--- src/rtl/eeseq_pkg.sv ---
package eeseq_pkg;
   timeunit 1ns;
   timeprecision 100ps;

   localparam logic [7:0] OPC_WEN   = 8'h06;
   localparam logic [7:0] OPC_PROG  = 8'h02;
   localparam logic [7:0] OPC_STAT  = 8'h05;
   localparam logic [7:0] OPC_FETCH = 8'h03;

   typedef enum logic [1:0] {
      FR_ENABLE,
      FR_PROG,
      FR_POLL,
      FR_FETCH
   } frame_e;

   typedef enum logic [2:0] {
      ST_IDLE,
      ST_OPEN,
      ST_LOAD,
      ST_SHIFT,
      ST_CLOSE,
      ST_GAP,
      ST_FIN
   } seq_state_e;

   function automatic logic [7:0] frame_opcode(input frame_e fr);
      case (fr)
         FR_ENABLE: frame_opcode = OPC_WEN;
         FR_PROG:   frame_opcode = OPC_PROG;
         FR_POLL:   frame_opcode = OPC_STAT;
         default:   frame_opcode = OPC_FETCH;
      endcase
   endfunction
endpackage

--- src/rtl/eeseq_req_check.sv ---
module eeseq_req_check #(
   parameter int PAGE_BYTES = 64,
   parameter int MAX_LEN    = 64,
   parameter int LEN_W      = 7,
   localparam int PW        = $clog2(PAGE_BYTES),
   localparam int SW        = ((LEN_W > PW) ? LEN_W : PW) + 1
) (
   input  logic             is_write,
   input  logic [PW-1:0]    page_off,
   input  logic [LEN_W-1:0] len,
   output logic             ok
);
   timeunit 1ns;
   timeprecision 100ps;

   logic [SW-1:0] end_pos;
   logic          len_ok;
   logic          fits_page;

   if (PAGE_BYTES < 2 || (PAGE_BYTES & (PAGE_BYTES - 1)) != 0) begin : g_bad_page
      $error("PAGE_BYTES must be a power of two of at least 2");
   end
   if (MAX_LEN < 1 || MAX_LEN >= (1 << LEN_W)) begin : g_bad_len
      $error("MAX_LEN must be at least 1 and fit in LEN_W bits");
   end

   always_comb begin
      end_pos   = SW'(page_off) + SW'(len);
      len_ok    = (len != '0) && (len <= LEN_W'(MAX_LEN));
      fits_page = (end_pos <= SW'(PAGE_BYTES));
      ok        = len_ok && (!is_write || fits_page);
   end

   always_comb begin
      if (ok && is_write) assert (32'(page_off) + 32'(len) <= PAGE_BYTES)
         else $error("p_page_fit_r8: write accepted across a page");
   end
endmodule

--- src/rtl/eeseq_shift.sv ---
module eeseq_shift #(
   parameter int SCK_HALF = 2,
   localparam int CW      = (SCK_HALF > 1) ? $clog2(SCK_HALF) : 1
) (
   input  logic       clk,
   input  logic       rst_n,
   input  logic       start,
   input  logic [7:0] tx_byte,
   input  logic       miso,
   output logic       sck,
   output logic       mosi,
   output logic [7:0] rx_byte,
   output logic       byte_done
);
   timeunit 1ns;
   timeprecision 100ps;

   logic [7:0] sh_q;
   logic [7:0] rx_q;
   logic [2:0] bit_q;
   logic       run_q;
   logic       sck_q;
   logic       done_q;
   logic       tick;

   if (SCK_HALF < 1) begin : g_bad_half
      $error("SCK_HALF must be at least 1");
   end

   if (SCK_HALF == 1) begin : g_div_none
      assign tick = run_q;
   end else begin : g_div_cnt
      logic [CW-1:0] cnt_q;
      always_ff @(posedge clk or negedge rst_n) begin
         if (!rst_n)                               cnt_q <= '0;
         else if (!run_q || start)                 cnt_q <= '0;
         else if (cnt_q == CW'(SCK_HALF - 1))      cnt_q <= '0;
         else                                      cnt_q <= cnt_q + CW'(1);
      end
      assign tick = run_q && (cnt_q == CW'(SCK_HALF - 1));
   end

   always_ff @(posedge clk or negedge rst_n) begin
      if (!rst_n) begin
         sh_q   <= '0;
         rx_q   <= '0;
         bit_q  <= '0;
         run_q  <= 1'b0;
         sck_q  <= 1'b0;
         done_q <= 1'b0;
      end else begin
         done_q <= 1'b0;
         if (start) begin
            sh_q  <= tx_byte;
            bit_q <= '0;
            run_q <= 1'b1;
            sck_q <= 1'b0;
         end else if (tick) begin
            if (!sck_q) begin
               sck_q <= 1'b1;
               rx_q  <= {rx_q[6:0], miso};
            end else begin
               sck_q <= 1'b0;
               if (bit_q == 3'd7) begin
                  run_q  <= 1'b0;
                  done_q <= 1'b1;
               end else begin
                  bit_q <= bit_q + 3'd1;
                  sh_q  <= {sh_q[6:0], 1'b0};
               end
            end
         end
      end
   end

   assign sck       = sck_q;
   assign mosi      = sh_q[7];
   assign rx_byte   = rx_q;
   assign byte_done = done_q;

   p_mosi_hold_r5: assert property (@(posedge clk) disable iff (!rst_n)
      sck |-> $stable(mosi));
   p_start_free_r5: assert property (@(posedge clk) disable iff (!rst_n)
      start |-> !run_q);
endmodule

--- src/rtl/spi_eeprom_seq.sv ---
module spi_eeprom_seq
   import eeseq_pkg::*;
#(
   parameter int SCK_HALF   = 2,
   parameter int CS_GAP     = 4,
   parameter int POLL_MAX   = 16,
   parameter int PAGE_BYTES = 64,
   parameter int MAX_LEN    = 64,
   localparam int LEN_W     = $clog2(MAX_LEN + 1)
) (
   input  logic             clk,
   input  logic             rst_n,
   input  logic             req_valid,
   output logic             req_ready,
   input  logic             req_write,
   input  logic [15:0]      req_addr,
   input  logic [LEN_W-1:0] req_len,
   input  logic             wdata_valid,
   output logic             wdata_ready,
   input  logic [7:0]       wdata,
   output logic             rdata_valid,
   output logic [7:0]       rdata,
   output logic             busy,
   output logic             done,
   output logic             err_page,
   output logic             err_timeout,
   output logic             spi_sck,
   output logic             spi_cs_n,
   output logic             spi_mosi,
   input  logic             spi_miso
);
   timeunit 1ns;
   timeprecision 100ps;

   localparam int PW     = $clog2(PAGE_BYTES);
   localparam int IDX_W  = $clog2(MAX_LEN + 4);
   localparam int GAP_W  = $clog2(CS_GAP + 1);
   localparam int POLL_W = $clog2(POLL_MAX + 1);

   if (CS_GAP < 1)   begin : g_bad_gap  $error("CS_GAP must be at least 1");   end
   if (POLL_MAX < 1) begin : g_bad_poll $error("POLL_MAX must be at least 1"); end

   seq_state_e       st_q;
   frame_e           fr_q;
   logic [15:0]      addr_q;
   logic [LEN_W-1:0] len_q;
   logic [IDX_W-1:0] idx_q;
   logic [IDX_W-1:0] frame_bytes;
   logic [GAP_W-1:0] gap_q;
   logic [POLL_W-1:0] poll_q;
   logic             wip_q;
   logic             cs_q;
   logic             rvalid_q;
   logic [7:0]       rdata_q;
   logic             epage_q;
   logic             eto_q;

   logic             req_ok;
   logic             payload_wr;
   logic [7:0]       hdr_byte;
   logic [7:0]       tx_byte;
   logic             sh_start;
   logic [7:0]       rx_byte;
   logic             byte_done;
   logic             last_byte;

   eeseq_req_check #(
      .PAGE_BYTES(PAGE_BYTES),
      .MAX_LEN   (MAX_LEN),
      .LEN_W     (LEN_W)
   ) u_check (
      .is_write(req_write),
      .page_off(req_addr[PW-1:0]),
      .len     (req_len),
      .ok      (req_ok)
   );

   eeseq_shift #(
      .SCK_HALF(SCK_HALF)
   ) u_shift (
      .clk      (clk),
      .rst_n    (rst_n),
      .start    (sh_start),
      .tx_byte  (tx_byte),
      .miso     (spi_miso),
      .sck      (spi_sck),
      .mosi     (spi_mosi),
      .rx_byte  (rx_byte),
      .byte_done(byte_done)
   );

   always_comb begin
      case (fr_q)
         FR_ENABLE: frame_bytes = IDX_W'(1);
         FR_POLL:   frame_bytes = IDX_W'(2);
         default:   frame_bytes = IDX_W'(3) + IDX_W'(len_q);
      endcase
      case (idx_q)
         IDX_W'(0): hdr_byte = frame_opcode(fr_q);
         IDX_W'(1): hdr_byte = (fr_q == FR_POLL) ? 8'h00 : addr_q[15:8];
         IDX_W'(2): hdr_byte = addr_q[7:0];
         default:   hdr_byte = 8'h00;
      endcase
      payload_wr  = (fr_q == FR_PROG) && (idx_q >= IDX_W'(3));
      tx_byte     = payload_wr ? wdata : hdr_byte;
      wdata_ready = (st_q == ST_LOAD) && payload_wr;
      sh_start    = (st_q == ST_LOAD) && (!payload_wr || wdata_valid);
      last_byte   = (idx_q == frame_bytes - IDX_W'(1));
   end

   always_ff @(posedge clk or negedge rst_n) begin
      if (!rst_n) begin
         st_q     <= ST_IDLE;
         fr_q     <= FR_ENABLE;
         addr_q   <= '0;
         len_q    <= '0;
         idx_q    <= '0;
         gap_q    <= '0;
         poll_q   <= '0;
         wip_q    <= 1'b0;
         cs_q     <= 1'b1;
         rvalid_q <= 1'b0;
         rdata_q  <= '0;
         epage_q  <= 1'b0;
         eto_q    <= 1'b0;
      end else begin
         rvalid_q <= 1'b0;
         case (st_q)
            ST_IDLE: if (req_valid) begin
               addr_q  <= req_addr;
               len_q   <= req_len;
               epage_q <= !req_ok;
               eto_q   <= 1'b0;
               fr_q    <= req_write ? FR_ENABLE : FR_FETCH;
               st_q    <= req_ok ? ST_OPEN : ST_FIN;
            end
            ST_OPEN: begin
               cs_q  <= 1'b0;
               idx_q <= '0;
               st_q  <= ST_LOAD;
            end
            ST_LOAD: if (sh_start) st_q <= ST_SHIFT;
            ST_SHIFT: if (byte_done) begin
               if (fr_q == FR_FETCH && idx_q >= IDX_W'(3)) begin
                  rvalid_q <= 1'b1;
                  rdata_q  <= rx_byte;
               end
               if (fr_q == FR_POLL && idx_q == IDX_W'(1)) wip_q <= rx_byte[0];
               if (last_byte) st_q <= ST_CLOSE;
               else begin
                  idx_q <= idx_q + IDX_W'(1);
                  st_q  <= ST_LOAD;
               end
            end
            ST_CLOSE: begin
               cs_q  <= 1'b1;
               gap_q <= '0;
               st_q  <= ST_GAP;
            end
            ST_GAP: if (gap_q != GAP_W'(CS_GAP - 1)) begin
               gap_q <= gap_q + GAP_W'(1);
            end else begin
               case (fr_q)
                  FR_ENABLE: begin
                     fr_q <= FR_PROG;
                     st_q <= ST_OPEN;
                  end
                  FR_PROG: begin
                     fr_q   <= FR_POLL;
                     poll_q <= '0;
                     st_q   <= ST_OPEN;
                  end
                  FR_POLL: begin
                     if (!wip_q) st_q <= ST_FIN;
                     else if (poll_q == POLL_W'(POLL_MAX - 1)) begin
                        eto_q <= 1'b1;
                        st_q  <= ST_FIN;
                     end else begin
                        poll_q <= poll_q + POLL_W'(1);
                        st_q   <= ST_OPEN;
                     end
                  end
                  default: st_q <= ST_FIN;
               endcase
            end
            ST_FIN:  st_q <= ST_IDLE;
            default: st_q <= ST_IDLE;
         endcase
      end
   end

   assign req_ready   = (st_q == ST_IDLE);
   assign busy        = (st_q != ST_IDLE);
   assign done        = (st_q == ST_FIN);
   assign spi_cs_n    = cs_q;
   assign rdata_valid = rvalid_q;
   assign rdata       = rdata_q;
   assign err_page    = epage_q;
   assign err_timeout = eto_q;

   logic [GAP_W-1:0] hi_cnt_q;
   always_ff @(posedge clk or negedge rst_n) begin
      if (!rst_n)                           hi_cnt_q <= GAP_W'(CS_GAP);
      else if (!spi_cs_n)                   hi_cnt_q <= '0;
      else if (hi_cnt_q != GAP_W'(CS_GAP))  hi_cnt_q <= hi_cnt_q + GAP_W'(1);
   end

   p_sck_idle_r5: assert property (@(posedge clk) disable iff (!rst_n)
      spi_cs_n |-> !spi_sck);
   p_cs_gap_r6: assert property (@(posedge clk) disable iff (!rst_n)
      $fell(spi_cs_n) |-> (hi_cnt_q >= GAP_W'(CS_GAP)));
   p_done_busy_r7: assert property (@(posedge clk) disable iff (!rst_n)
      done |-> busy);
   p_done_pulse_r7: assert property (@(posedge clk) disable iff (!rst_n)
      done |=> !done);
   p_busy_hold_r7: assert property (@(posedge clk) disable iff (!rst_n)
      (busy && !done) |=> busy);
   p_busy_start_r7: assert property (@(posedge clk) disable iff (!rst_n)
      $rose(busy) |-> $past(req_valid));
   p_reject_quiet_r8: assert property (@(posedge clk) disable iff (!rst_n)
      (done && err_page) |-> (spi_cs_n && $past(spi_cs_n)));
   p_rdata_inside_r4: assert property (@(posedge clk) disable iff (!rst_n)
      rdata_valid |-> (busy && !done));
endmodule

--- config.mk ---
export PLATFORM = sky130hd
export DESIGN_NAME = spi_eeprom_seq
export DESIGN_NICKNAME = d
export VERILOG_FILES = /design/src/rtl/eeseq_pkg.sv /design/src/rtl/eeseq_req_check.sv /design/src/rtl/eeseq_shift.sv /design/src/rtl/spi_eeprom_seq.sv
export SDC_FILE = /design/constraint.sdc
export NUM_CORES = 1
export LEC_CHECK = 0
export CORE_MARGIN = 2
export CORE_UTILIZATION = 65
export DETAILED_ROUTE_END_ITERATION = 10
export DONT_BUFFER_PORTS = 1
export PLACE_DENSITY = 0.81
export SETUP_SLACK_MARGIN = 0.15
export SYNTH_ARGS = -nofsm -noshare
export SYNTH_HDL_FRONTEND = slang
export SYNTH_HIERARCHICAL = 1
export SYNTH_SLANG_ARGS = --single-unit
--- constraint.sdc ---
create_clock -name clk -period 8.5 [get_ports clk]
set_clock_uncertainty 0.15 [all_clocks]
set_input_delay 1.7 -clock clk [delete_from_list [all_inputs] [get_ports clk]]
set_output_delay 1.7 -clock clk [all_outputs]
set_load 0.005 [all_outputs]
# After elaboration in Yosys (flattened, before gate mapping)
# Cells that the tools add are included.
[totals] reg_bits=79 in_bits=37 output_inout_bits=18 elab_cells=162
[op_classes] add_sub_neg=8 n_lt_le_gt_ge=3 n_eq_ne=28 n_mux=59 bitwise=3 n_reduce_logical=41
[ops] cell="$mux W8" count=6
[ops] cell="$mux W3" count=13
[ops] cell="$pmux W7 S2" count=2
[ops] cell="$pmux W8 S3" count=1
[ops] cell="$mux W1" count=21
[ops] cell="$ne A2 B2 Y1 const B" count=9
[ops] cell="$pmux W3 S6" count=1
[ops] cell="$reduce_and A3 Y1" count=6
[ops] cell="$reduce_bool A2 Y1" count=8
[ops] cell="$mux W7" count=2
[ops] cell="$eq A3 B3 Y1 const B" count=4
[ops] cell="$pmux W3 S2" count=2
[ops] cell="$mux W5" count=2
[ops] cell="$pmux W5 S2" count=1
[ops] cell="$pmux W3 S3" count=1
[ops] cell="$add A6 B7 Y8" count=1
[ops] cell="$le A8 B7 Y1 const B" count=1
[ops] cell="$logic_and A1 B1 Y1" count=8
[ops] cell="$pmux W2 S2" count=2
[ops] cell="$reduce_and A4 Y1" count=2
[ops] cell="$add A2 B7 Y7 const A" count=1
[ops] cell="$add A7 B1 Y7 const B" count=1
[ops] cell="$eq A7 B1 Y1 const B" count=1
[ops] cell="$eq A7 B2 Y1 const B" count=1
[ops] cell="28 further kinds" count=45

# Longest topological paths before layout
# Gate-level depths: netlist of the first run.
[logic_depth] depth_word=7 depth_mapped=12 depth_no_buf=11

# Hierarchy
# The synthesis of the first run kept the hierarchy.
[modules_own_cells] mod="spi_eeprom_seq" instances=1 cells_each=382 area_per_inst_um2=3174.3 seq_area_each_um2=1402.6
[modules_own_cells] mod="eeseq_shift" instances=1 cells_each=68 area_per_inst_um2=1071.0 seq_area_each_um2=575.6
[modules_own_cells] mod="eeseq_req_check" instances=1 cells_each=29 area_per_inst_um2=256.5 seq_area_each_um2=0.0

# Worst setup path before layout of the first run
# Ideal clock, no wire load.
[synth_timing] kind="input-to-reg" start="in req_addr[1]" end="reg st_q[0]" setup_ns=0.099 arrival_time_ns=3.551 t_required_ns=8.251 setup_slack_ns=4.700 stages=9 path_cell_list="ha_1 > a21o_1 > and4_4 > o31a_1 > o211a_1 > a311oi_1 > or3_1 > a21oi_1 > a311oi_1"
[synth_via] elab_chain_len=7
[synth_rtl] item="start: declaration" line="spi_eeprom_seq.sv:16" text="input logic [15:0] req_addr,"
[synth_rtl] item="$add A6 B7 Y8" line="eeseq_req_check.sv:28" text="end_pos = SW'(page_off) + SW'(len);"
[synth_rtl] item="$le A8 B7 Y1" line="eeseq_req_check.sv:30" text="fits_page = (end_pos <= SW'(PAGE_BYTES));"
[synth_rtl] item="$logic_or A1 B1 Y1" line="eeseq_req_check.sv:31" text="ok = len_ok && (!is_write || fits_page);"
[synth_rtl] item="$logic_and A1 B1 Y1" line="eeseq_req_check.sv:31"
[synth_rtl] item="net req_ok" line="spi_eeprom_seq.sv:58" text="logic req_ok;"
[synth_rtl] item="$mux W3" line="spi_eeprom_seq.sv:135" text="st_q <= req_ok ? ST_OPEN : ST_FIN;"
[synth_rtl] item="$mux W3" line="spi_eeprom_seq.sv:129" text="ST_IDLE: if (req_valid) begin"
[synth_rtl] item="$pmux W3 S6" line="spi_eeprom_seq.sv:128" text="case (st_q)"
[synth_rtl] item="end signal: assignment" line="spi_eeprom_seq.sv:135"
[synth_rtl] item="end: declaration" line="spi_eeprom_seq.sv:43" text="seq_state_e st_q;"
# The timed path passes the listed nets, and every way through them passes these cells. The select of a mux whose other input is x is not followed.
# A chain may end at the register's enable or synchronous reset.

# Worst setup path in the final report of the first run
[layout_timing] start="reg idx_q[4]" end="out wdata_ready"
[layout_via] elab_chain_len=3
[layout_rtl] item="start: declaration" line="spi_eeprom_seq.sv:47" text="logic [IDX_W-1:0] idx_q;"
[layout_rtl] item="start signal: assignment" line="spi_eeprom_seq.sv:151" text="idx_q <= idx_q + IDX_W'(1);"
[layout_rtl] item="$ge A7 B2 Y1" line="spi_eeprom_seq.sv:104" text="payload_wr = (fr_q == FR_PROG) && (idx_q >= IDX_W'(3));"
[layout_rtl] item="$logic_and A1 B1 Y1" line="spi_eeprom_seq.sv:104"
[layout_rtl] item="$logic_and A1 B1 Y1" line="spi_eeprom_seq.sv:106" text="wdata_ready = (st_q == ST_LOAD) && payload_wr;"
[layout_rtl] item="end: declaration" line="spi_eeprom_seq.sv:19" text="output logic wdata_ready,"
# No other way between the ends.

==> results.ini, run 1 <==
[outcome]
outcome=completed

[die]
die_width_um=87.2
start_util_pct=66.6
die_y_um=87.2
fp-row-count=30
ios=55
core_area_um2=6760
dieArea_um2=7610

[logic_synthesis]
yosysSeqAreaShare_pct=43.9
synth_fp_nets=535
yosysMostFrequentCell=nand2_1
synth_warnings=6
ys_ff_latch=79
synth-edff-count=0
synthTopCellsByCount=nand2_1, dfrtp_1, o21ai_0
synthArstFlopShare_pct=100
netlist.area_leader.share_pct=43.4
synth_top_cells_by_area=dfrtp_1, nand2_1, ha_1
synth_flop_cell=dfrtp_1
synth_largest_area_cell=dfrtp_1
ys_types=64
netlist_area_um2=4500
post_synth.cell_area_avg_um2=9.40
netlist_instances=479

[cells_and_area]
stdcell_count=556
fillerInstances=524
syn_to_final_growth_pct=4.61
multi_input_area_um2=2360
regArea_um2=1980
drive_above_1_share_pct=12.0
final_nets=527
antennaDiodeCount=0

[power]
p_int_w=0.000945
p_per_area_nw_per_um2=328
p_clk_share_pct=19.3
seqPwrFrac_pct=40.1
p_sw_w=0.000598
vdd_drop_max_mv=0.182
swShare_pct=38.7
p_leak_nw=2.21
combPwrFrac_pct=40.6

[timing]
timing.fmax_mhz=235
min_period_ps=4260
finalCritPeriodShare_pct=50.1
finalHoldViolCount=0
slew_viol_final=0
fin_setup_tns_ps=0
worstMarginPinSlew_ps=1140
setup_viol=0
rsz0062_at_grt=false
relSlewSlack_pct=23.4

[routing]
vias=3489
vias_per_cell=6.28
wl_per_cell_um=17.3
drc=0
wl_um=9630
antenna_left=0
dr.pass1.iters=4
drt_iter0_drc=246

[worst_setup_path]
start_kind=flop
worstPathArrival_ps=2410
cp-end-kind=primary output
critical_path_class=reg2out
required_ps=6650
rrSetupSlack_ps=5160
path_max_fanout=13

[clock_tree]
clk_latency_ps=360
clockBufferDepth=2
post_cts_buffers=0
clock-sinks=79
h-tree-depth=3
cts_buffers=9
cts_tree=done
clk_pin_slew_worst_paths_ps=90
cts_resized=0
cts_root_buffer=clkbuf_8
holdBufCountCts=0

[hold_path]
hold_path_class=reg2reg

[global_routing]
gr-total-overflow=0
grt_pass1_vias=3380
grt_start_max_net_pins=80
antenna_found_initial=0
grt.total_usage_pct=27.2
grt_pass1_wl_um=16000

[job]
drv_cap=0

[place]
dpl.hpwl_um=6870
gp_congestion=0.816
dp_cells=540
port_buffers=0

## power groups by stage
stage / combinational (W) / clock [W] / sequential (W)
3_3_place_gp: 0.000596 / 0 / 0.000617
3_5_place_dp: 0.000622 / 0 / 0.000621
2_1_floorplan: 0.000583 / 0 / 0.000566
5_1_grt: 0.000698 / 0.000316 / 0.000638
6_report: 0.000627 / 0.000297 / 0.000619
4_1_cts: 0.000625 / 0.000300 / 0.000616
## worst max-delay path, cell delays in order, from the launching register on
cell     delay (ps)
dfrtp_1         480
or4_1           550
nor2_1          570
nand2_1         150
nand2_1         210
nor2_1          110
## path summary, 6_finish.rpt
| kind | endpoint | depth (start not counted) | from |
|---|---|---|---|
| min reg2reg | poll_q[3]$_DFFE_PN0P_ | 1 | poll_q[3]$_DFFE_PN0P_ |
| min | poll_q[3]$_DFFE_PN0P_ | 1 | poll_q[3]$_DFFE_PN0P_ |
| max | wdata_ready | 5 | idx_q[4]$_DFFE_PN0P_ |
| max in group asynchronous | spi_cs_n$_DFFE_PN1P_ | 0 | rst_n |
| max reg2reg | idx_q[0]$_DFFE_PN0P_ | 10 | fr_q[0]$_DFFE_PN0P_ |
| min in group asynchronous | gap_q[2]$_DFFE_PN0P_ | 0 | rst_n |
## state kept, by name, summed over array words and instances, names as in the netlist, 2 cells and up
| signal | cells |
|---|---|
| poll_q | 5 |
| u_shift/sh_q | 8 |
| addr_q | 16 |
| len_q | 7 |
| rdata | 8 |
| u_shift/rx_byte | 8 |
| fr_q | 2 |
| u_shift/bit_q | 3 |
| st_q | 3 |
| gap_q | 3 |
| idx_q | 7 |
## through the flow
stage          utilization [%]  total power [W]  area, um^2  worst slack, ps  hold slack [ps]
6_report                  69.7          0.00154        4710             4240              319
5_1_grt                   69.7          0.00165        4710             3990              342
4_1_cts                   69.7          0.00154        4710             4260              326
3_5_place_dp              66.6          0.00124        4500             4320              309
3_3_place_gp              66.6          0.00121        4500             4440              308
2_1_floorplan                -          0.00115        4500             4700              285
## logic make-up (layout without fill, tap and decap cells)
family          Yosys count  count (layout)  share of synthesized area (%)
compound gates           88              88                           13.3
flops                    79              79                           43.9
simple gates            211             211                           21.5
mux                      31              31                           8.56
xor+xnor                 18              18                           3.67
buf+inv                  33              30                           3.53
fa+ha+maj                19              19                           5.45
## cell usage in the layout (no fill, tap or decap), drive strengths merged, types with 3 or more instances in the layout
master   count
nand4        6
nor3         9
xor2         6
a22oi        3
a21o         3
clkbuf       9
o2111ai      3
ha          18
o21ai       29
xnor2       12
a32oi        5
mux2i        4
dfrtp       78
nand2      131
nor2        21
inv         16
a21oi       14
nand3        8
and2         4
nand2b       7
mux2        27
o31ai        6
or4          5
or3          5
a22o         6
## layout make-up
class                           instances  share of cell area (%)
Multi-Input combinational cell        367                    50.2
Sequential cell                        79                    42.0
Clock buffer                            9                    2.63
Tap cell                               80                    2.13
Clock inverter                          7                    1.83
Inverter                               13                    1.04
Timing Repair Buffer                    1                   0.159
## layer usage
| metal | up-vias | global-route usage [%] | routed length, um |
|---|---|---|---|
| met1 | 1677 | 37.0 | 4130 |
| met2 | 114 | 42.7 | 4650 |
| met4 | 0 | 10.6 | 262 |
| met3 | 31 | 6.16 | 590 |
| li1 | 1667 | - | - |
| met5 | - | 0 | 0 |
(Power assumes the default switching activity.)
==> run 2: changes to the inputs <==
- CORE_UTILIZATION: 65 -> 64
- PLACE_DENSITY: 0.81 -> 0.8
- clock period: 8.5 -> 4.2 ns (I/O delays scaled with it)
==> run 2 against run 1 <==
Compared with the run above:
- utilization is 0.92 points higher
- hold slack worse by 180 ps
- flip-flop and latch count stayed put
- largest cell class unchanged
- global-route usage is 0.78 points higher
- setup slack worse by 3200 ps
- combinational power is 110% higher
- die area is 1.5% higher
- wire length is 6.8% higher
==> results.ini, run 2 (synthesis results as in run 1) <==
[outcome]
outcome=completed

[power]
p_leak_nw=2.24
seqPwrFrac_pct=40.3
p_clk_share_pct=17.6
vdd_drop_max_mv=0.412
combPwrFrac_pct=42.2
swShare_pct=40.1
p_sw_w=0.00125
total_power_w=0.00311
p_int_w=0.00187
p_per_area_nw_per_um2=649

[worst_setup_path]
r2r_start=fr_q[0]$_DFFE_PN0P_
path_max_fanout=15
start_kind=flop
worstPathArrival_ps=3320
rrSetupSlack_ps=1000
timing.rr.end=idx_q[5]$_DFFE_PN0P_
critical_path_class=reg2reg
cp-end-kind=flop
r2r_cells=11
required_ps=4320

[die]
die_y_um=87.9
core_area_um2=6790
die_width_um=87.9
start_util_pct=66.3
ios=55
fp-row-count=30
dieArea_um2=7720

[clock_tree]
clockBufferDepth=2
cts_tree=done
clock-sinks=79
cts_root_buffer=clkbuf_8
cts_buffers=9
clk_pin_slew_worst_paths_ps=90
cts_resized=0
clk_latency_ps=360
h-tree-depth=3

[global_routing]
grtUsageMet3_pct=7.82
grtUsageMet2_pct=44.2
grt_start_max_net_pins=80
grt_pass1_vias=3490
global_route.usage.met1_pct=38.4
grt.total_usage_pct=28.0
gr-max-usage-layer=met2
gr-total-overflow=0
grt_pass1_wl_um=16600
antenna_found_initial=0

[cells_and_area]
drive_above_1_share_pct=12.8
final_cell_mix=nand2_1, dfrtp_1, o21ai_0
regMostFlops=addr_q
final_common_cell=nand2_1
largest_register_ffs=16
antennaDiodeCount=0
final_nets=535
syn_to_final_growth_pct=6.59

[timing]
finalCritPeriodShare_pct=76.2
worstMarginPinSlew_ps=1030
rsz0062_at_grt=false
fin_setup_tns_ps=0
setup_viol=0
slew_viol_final=0
finalHoldViolCount=0
relSlewSlack_pct=31.6
timing.fmax_mhz=313
min_period_ps=3200

[routing]
drt_iter0_drc=196
vias=3599
vias_per_cell=6.21
drc=0
antenna_left=0
wl_um=10300
dr.pass1.iters=5
wl_per_cell_um=17.7

[hold_path]
hold_path_class=in2async

[job]
drv_cap=0

[place]
gp_congestion=0.847
port_buffers=0
dpl.hpwl_um=7000

==> run 2: cell count changes in the layout (fill, tap and decap cells not counted), sizes merged <==
cell         delta
dlygate4sd3     +3
buf             +5
clkinv          +1
bufinv          -1
==> run 2: what timing repair did <==
| item | in CTS | in global routing |
|---|---|---|
| buffers inserted | 0 | 0 |
| hold buffers | 0 | 5 |
| endpoints found under the hold margin | 0 | 23 |
==> run 2: worst max-delay path, cell delays in order (launching register included) <==
cell and delay, ps:
dfrtp_1 610, inv_1 200, nand2_1 240, o21a_1 160, ha_1 180, nand2_1 90
nor4_1 340, xnor2_1 180, nor3_2 70, buf_4 180, or4_1 530, a21oi_1 180
==> run 2: metrics by stage <==
stage	hold WS, ps	cell area, um^2	worst slack [ps]	util, %	instances
finish	134	4800	1000	70.6	580
global route	109	4800	716	70.6	580
CTS	0.457	4730	1060	69.6	575
detailed placement	315	4540	877	66.9	559
global placement	305	4540	1020	66.9	559
floorplan	285	4500	1260	-	479
==> run 2: final cells by class <==
| cell class | instances | area, um^2 |
|---|---|---|
| multi-input combinational | 367 | 2360 |
| fill | 536 | 2000 |
| clock inverter | 7 | 62.6 |
| timing repair buffer | 9 | 100 |
| sequential | 79 | 1980 |
| tap | 96 | 120 |
| clock buffer | 9 | 124 |
| inverter | 13 | 48.8 |
==> run 2: layer usage <==
metal	vias up	routed length [um]	share of wire (%)
met2	144	5080	49
met5	-	0	0
li1	1684	-	-
met1	1749	4340	42
met3	22	671	6.5
met4	0	198	1.9
==> run 2: power by group through the flow <==
| stage | clock network, W | logic, W | registers, W |
|---|---|---|---|
| global placement | 0 | 0.00121 | 0.00125 |
| CTS | 0.000555 | 0.00128 | 0.00125 |
| finish | 0.000547 | 0.00131 | 0.00125 |
| floorplan | 0 | 0.00118 | 0.00115 |
| detailed placement | 0 | 0.00128 | 0.00126 |
| global route | 0.000588 | 0.00147 | 0.00130 |
==> run 2: worst max-delay path by stage <==
stage / start / endpoint / slack [ps] / cells after the start
finish: fr_q[0]$_DFFE_PN0P_ / idx_q[5]$_DFFE_PN0P_ / 1000 / 11
global placement: req_addr[1] / st_q[0]$_DFFE_PN0P_ / 1020 / 9
global route: fr_q[0]$_DFFE_PN0P_ / idx_q[5]$_DFFE_PN0P_ / 720 / 11
detailed placement: req_addr[0] / st_q[0]$_DFFE_PN0P_ / 880 / 10
floorplan: req_addr[1] / st_q[0]$_DFFE_PN0P_ / 1260 / 9
CTS: fr_q[0]$_DFFE_PN0P_ / idx_q[5]$_DFFE_PN0P_ / 1060 / 11
==> run 3: changes to the inputs <==
- clock period: 4.2 -> 3.3 ns (I/O delays scaled with it)
==> run 3 against run 2 <==
Compared with the run above:
- fmax rose by 10%
- global-route usage fell by 0.45 points
- power rose by 28%
- critical endpoint is now u_shift/sh_q[6]$_DFFE_PN0P_
- highest routed layer unchanged
==> results.ini, run 3 (synthesis results as in run 1) <==
[outcome]
outcome=completed

[timing]
finalCritPeriodShare_pct=88.1
setup_viol=0
slew_viol_final=0
rsz0062_at_grt=false
min_period_ps=2910
finalHoldViolCount=0
relSlewSlack_pct=44.5
worstMarginPinSlew_ps=832
fin_setup_tns_ps=0
timing.fmax_mhz=344

[worst_setup_path]
start_kind=flop
path_max_fanout=17
max_stage_delay_ps=690
critical_path_class=reg2reg
required_ps=3400
cpLargestDelayFamily=compound AO/OA/AOI/OAI gates
worstPathArrival_ps=3000
cp-end-kind=flop
rrSetupSlack_ps=390
critPathSlowestCell=a41oi_2
crit_buf_inv=1
cp_cell_sequence=ha_1 -> a21oi_1 -> nand2_1 -> nand2_1 -> nor2_1 -> nor2_1 -> buf_4 -> a41oi_2 -> mux2_2

[global_routing]
antenna_found_initial=0
gr-total-overflow=0
grt_pass1_wl_um=16400
grt.total_usage_pct=27.5
grt_pass1_vias=3438
grt_start_max_net_pins=80

[place]
dpl.hpwl_um=6940
gp_congestion=0.893
port_buffers=0
dp_cells=567
placed_area_um2=4600

[routing]
wl_um=9690
drc=0
dr.pass1.iters=6
vias=3560
antenna_left=0
drt_iter0_drc=232
vias_per_cell=6.10
wl_per_cell_um=16.6

[power]
p_per_area_nw_per_um2=827
swShare_pct=39.4
p_leak_nw=2.27
combPwrFrac_pct=43.6
p_int_w=0.00242
vdd_drop_max_mv=0.468
total_power_w=0.00400
p_clk_share_pct=17.6
p_sw_w=0.00158
seqPwrFrac_pct=38.8

[cells_and_area]
final_common_cell=nand2_1
syn_to_final_growth_pct=7.34
final_cell_mix=nand2_1, dfrtp_1, o21ai_0
final_cell_area_um2=4830
stdcell_count=584
final_nets=539
largest_register_ffs=16
regMostFlops=addr_q
drive_above_1_share_pct=14.1
final_util_pct=71.1
antennaDiodeCount=0

[die]
ios=55
core_area_um2=6790
die_width_um=87.9
die_y_um=87.9
start_util_pct=66.3
dieArea_um2=7720
fp-row-count=30

[clock_tree]
cts_buffers=9
clk_pin_slew_worst_paths_ps=90
clk_latency_ps=360
h-tree-depth=3
clockBufferDepth=2
clock-sinks=79
cts_tree=done
cts_root_buffer=clkbuf_8

[hold_path]
hold_path_class=in2async

[job]
drv_cap=0

run 3: cell count changes in the layout (fill, tap and decap cells not counted), moves of 2 or more:
cell,delta
buf_12,-2
dlygate4sd3_1,-3
clkinv_4,-2
buf_4,+8
run 3: metrics by stage:
step           hold WS (ps)  setup WS [ps]
3_3_place_gp            216            436
2_1_floorplan           214            540
4_1_cts                53.4            315
5_1_grt                51.7            173
3_5_place_dp            216            362
6_report               19.8            393
run 3: cell type report:
type                    instances  area [um^2]
clock buffers                   9          124
clock inverters                 7         72.6
fillers                       520         1960
inverters                      13         48.8
multi-input cells             367         2370
flip-flops and latches         79         1980
well taps                      96          120
repair buffers                 13          118
run 3: repair_timing:
item                                    CTS  global route
buffers inserted                          0             0
endpoints found under the setup margin    0             7
hold buffers                              1             0
gates resized for setup                   0             1
endpoints found under the hold margin    79             0
run 3: final timing paths:
check                                          startpoint                           to  cells after the start
max                                  idx_q[1]$_DFFE_PN0P_  u_shift/sh_q[6]$_DFFE_PN0P_                      9
min                                                 rst_n         idx_q[2]$_DFFE_PN0P_                      1
max reg2reg                          idx_q[1]$_DFFE_PN0P_  u_shift/sh_q[6]$_DFFE_PN0P_                      9
min reg2reg                u_shift/rx_byte[7]$_DFFE_PN0P_         rdata[7]$_DFFE_PN0P_                      2
max in group asynchronous                           rst_n      u_shift/sck$_DFFE_PN0P_                      1
min in group clk                             req_addr[11]       addr_q[11]$_DFFE_PN0P_                      2
run 3: routing by layer:
| layer | GRT usage (%) | vias to the layer above | share of wire (%) | wire length, um |
|---|---|---|---|---|
| met5 | 0 | - | 0 | 0 |
| met4 | 11.9 | 0 | 2.5 | 239 |
| met3 | 5.00 | 25 | 6.9 | 664 |
| met2 | 41.8 | 128 | 47 | 4520 |
| met1 | 39.1 | 1712 | 44 | 4260 |
| li1 | - | 1695 | - | - |
run 3: power by group through the flow:
stage          combinational, W  sequential, W  clock, W
2_1_floorplan           0.00150        0.00146         0
3_3_place_gp            0.00164        0.00155         0
3_5_place_dp            0.00170        0.00156         0
4_1_cts                 0.00173        0.00154  0.000715
5_1_grt                 0.00196        0.00160  0.000756
6_report                0.00174        0.00155  0.000704
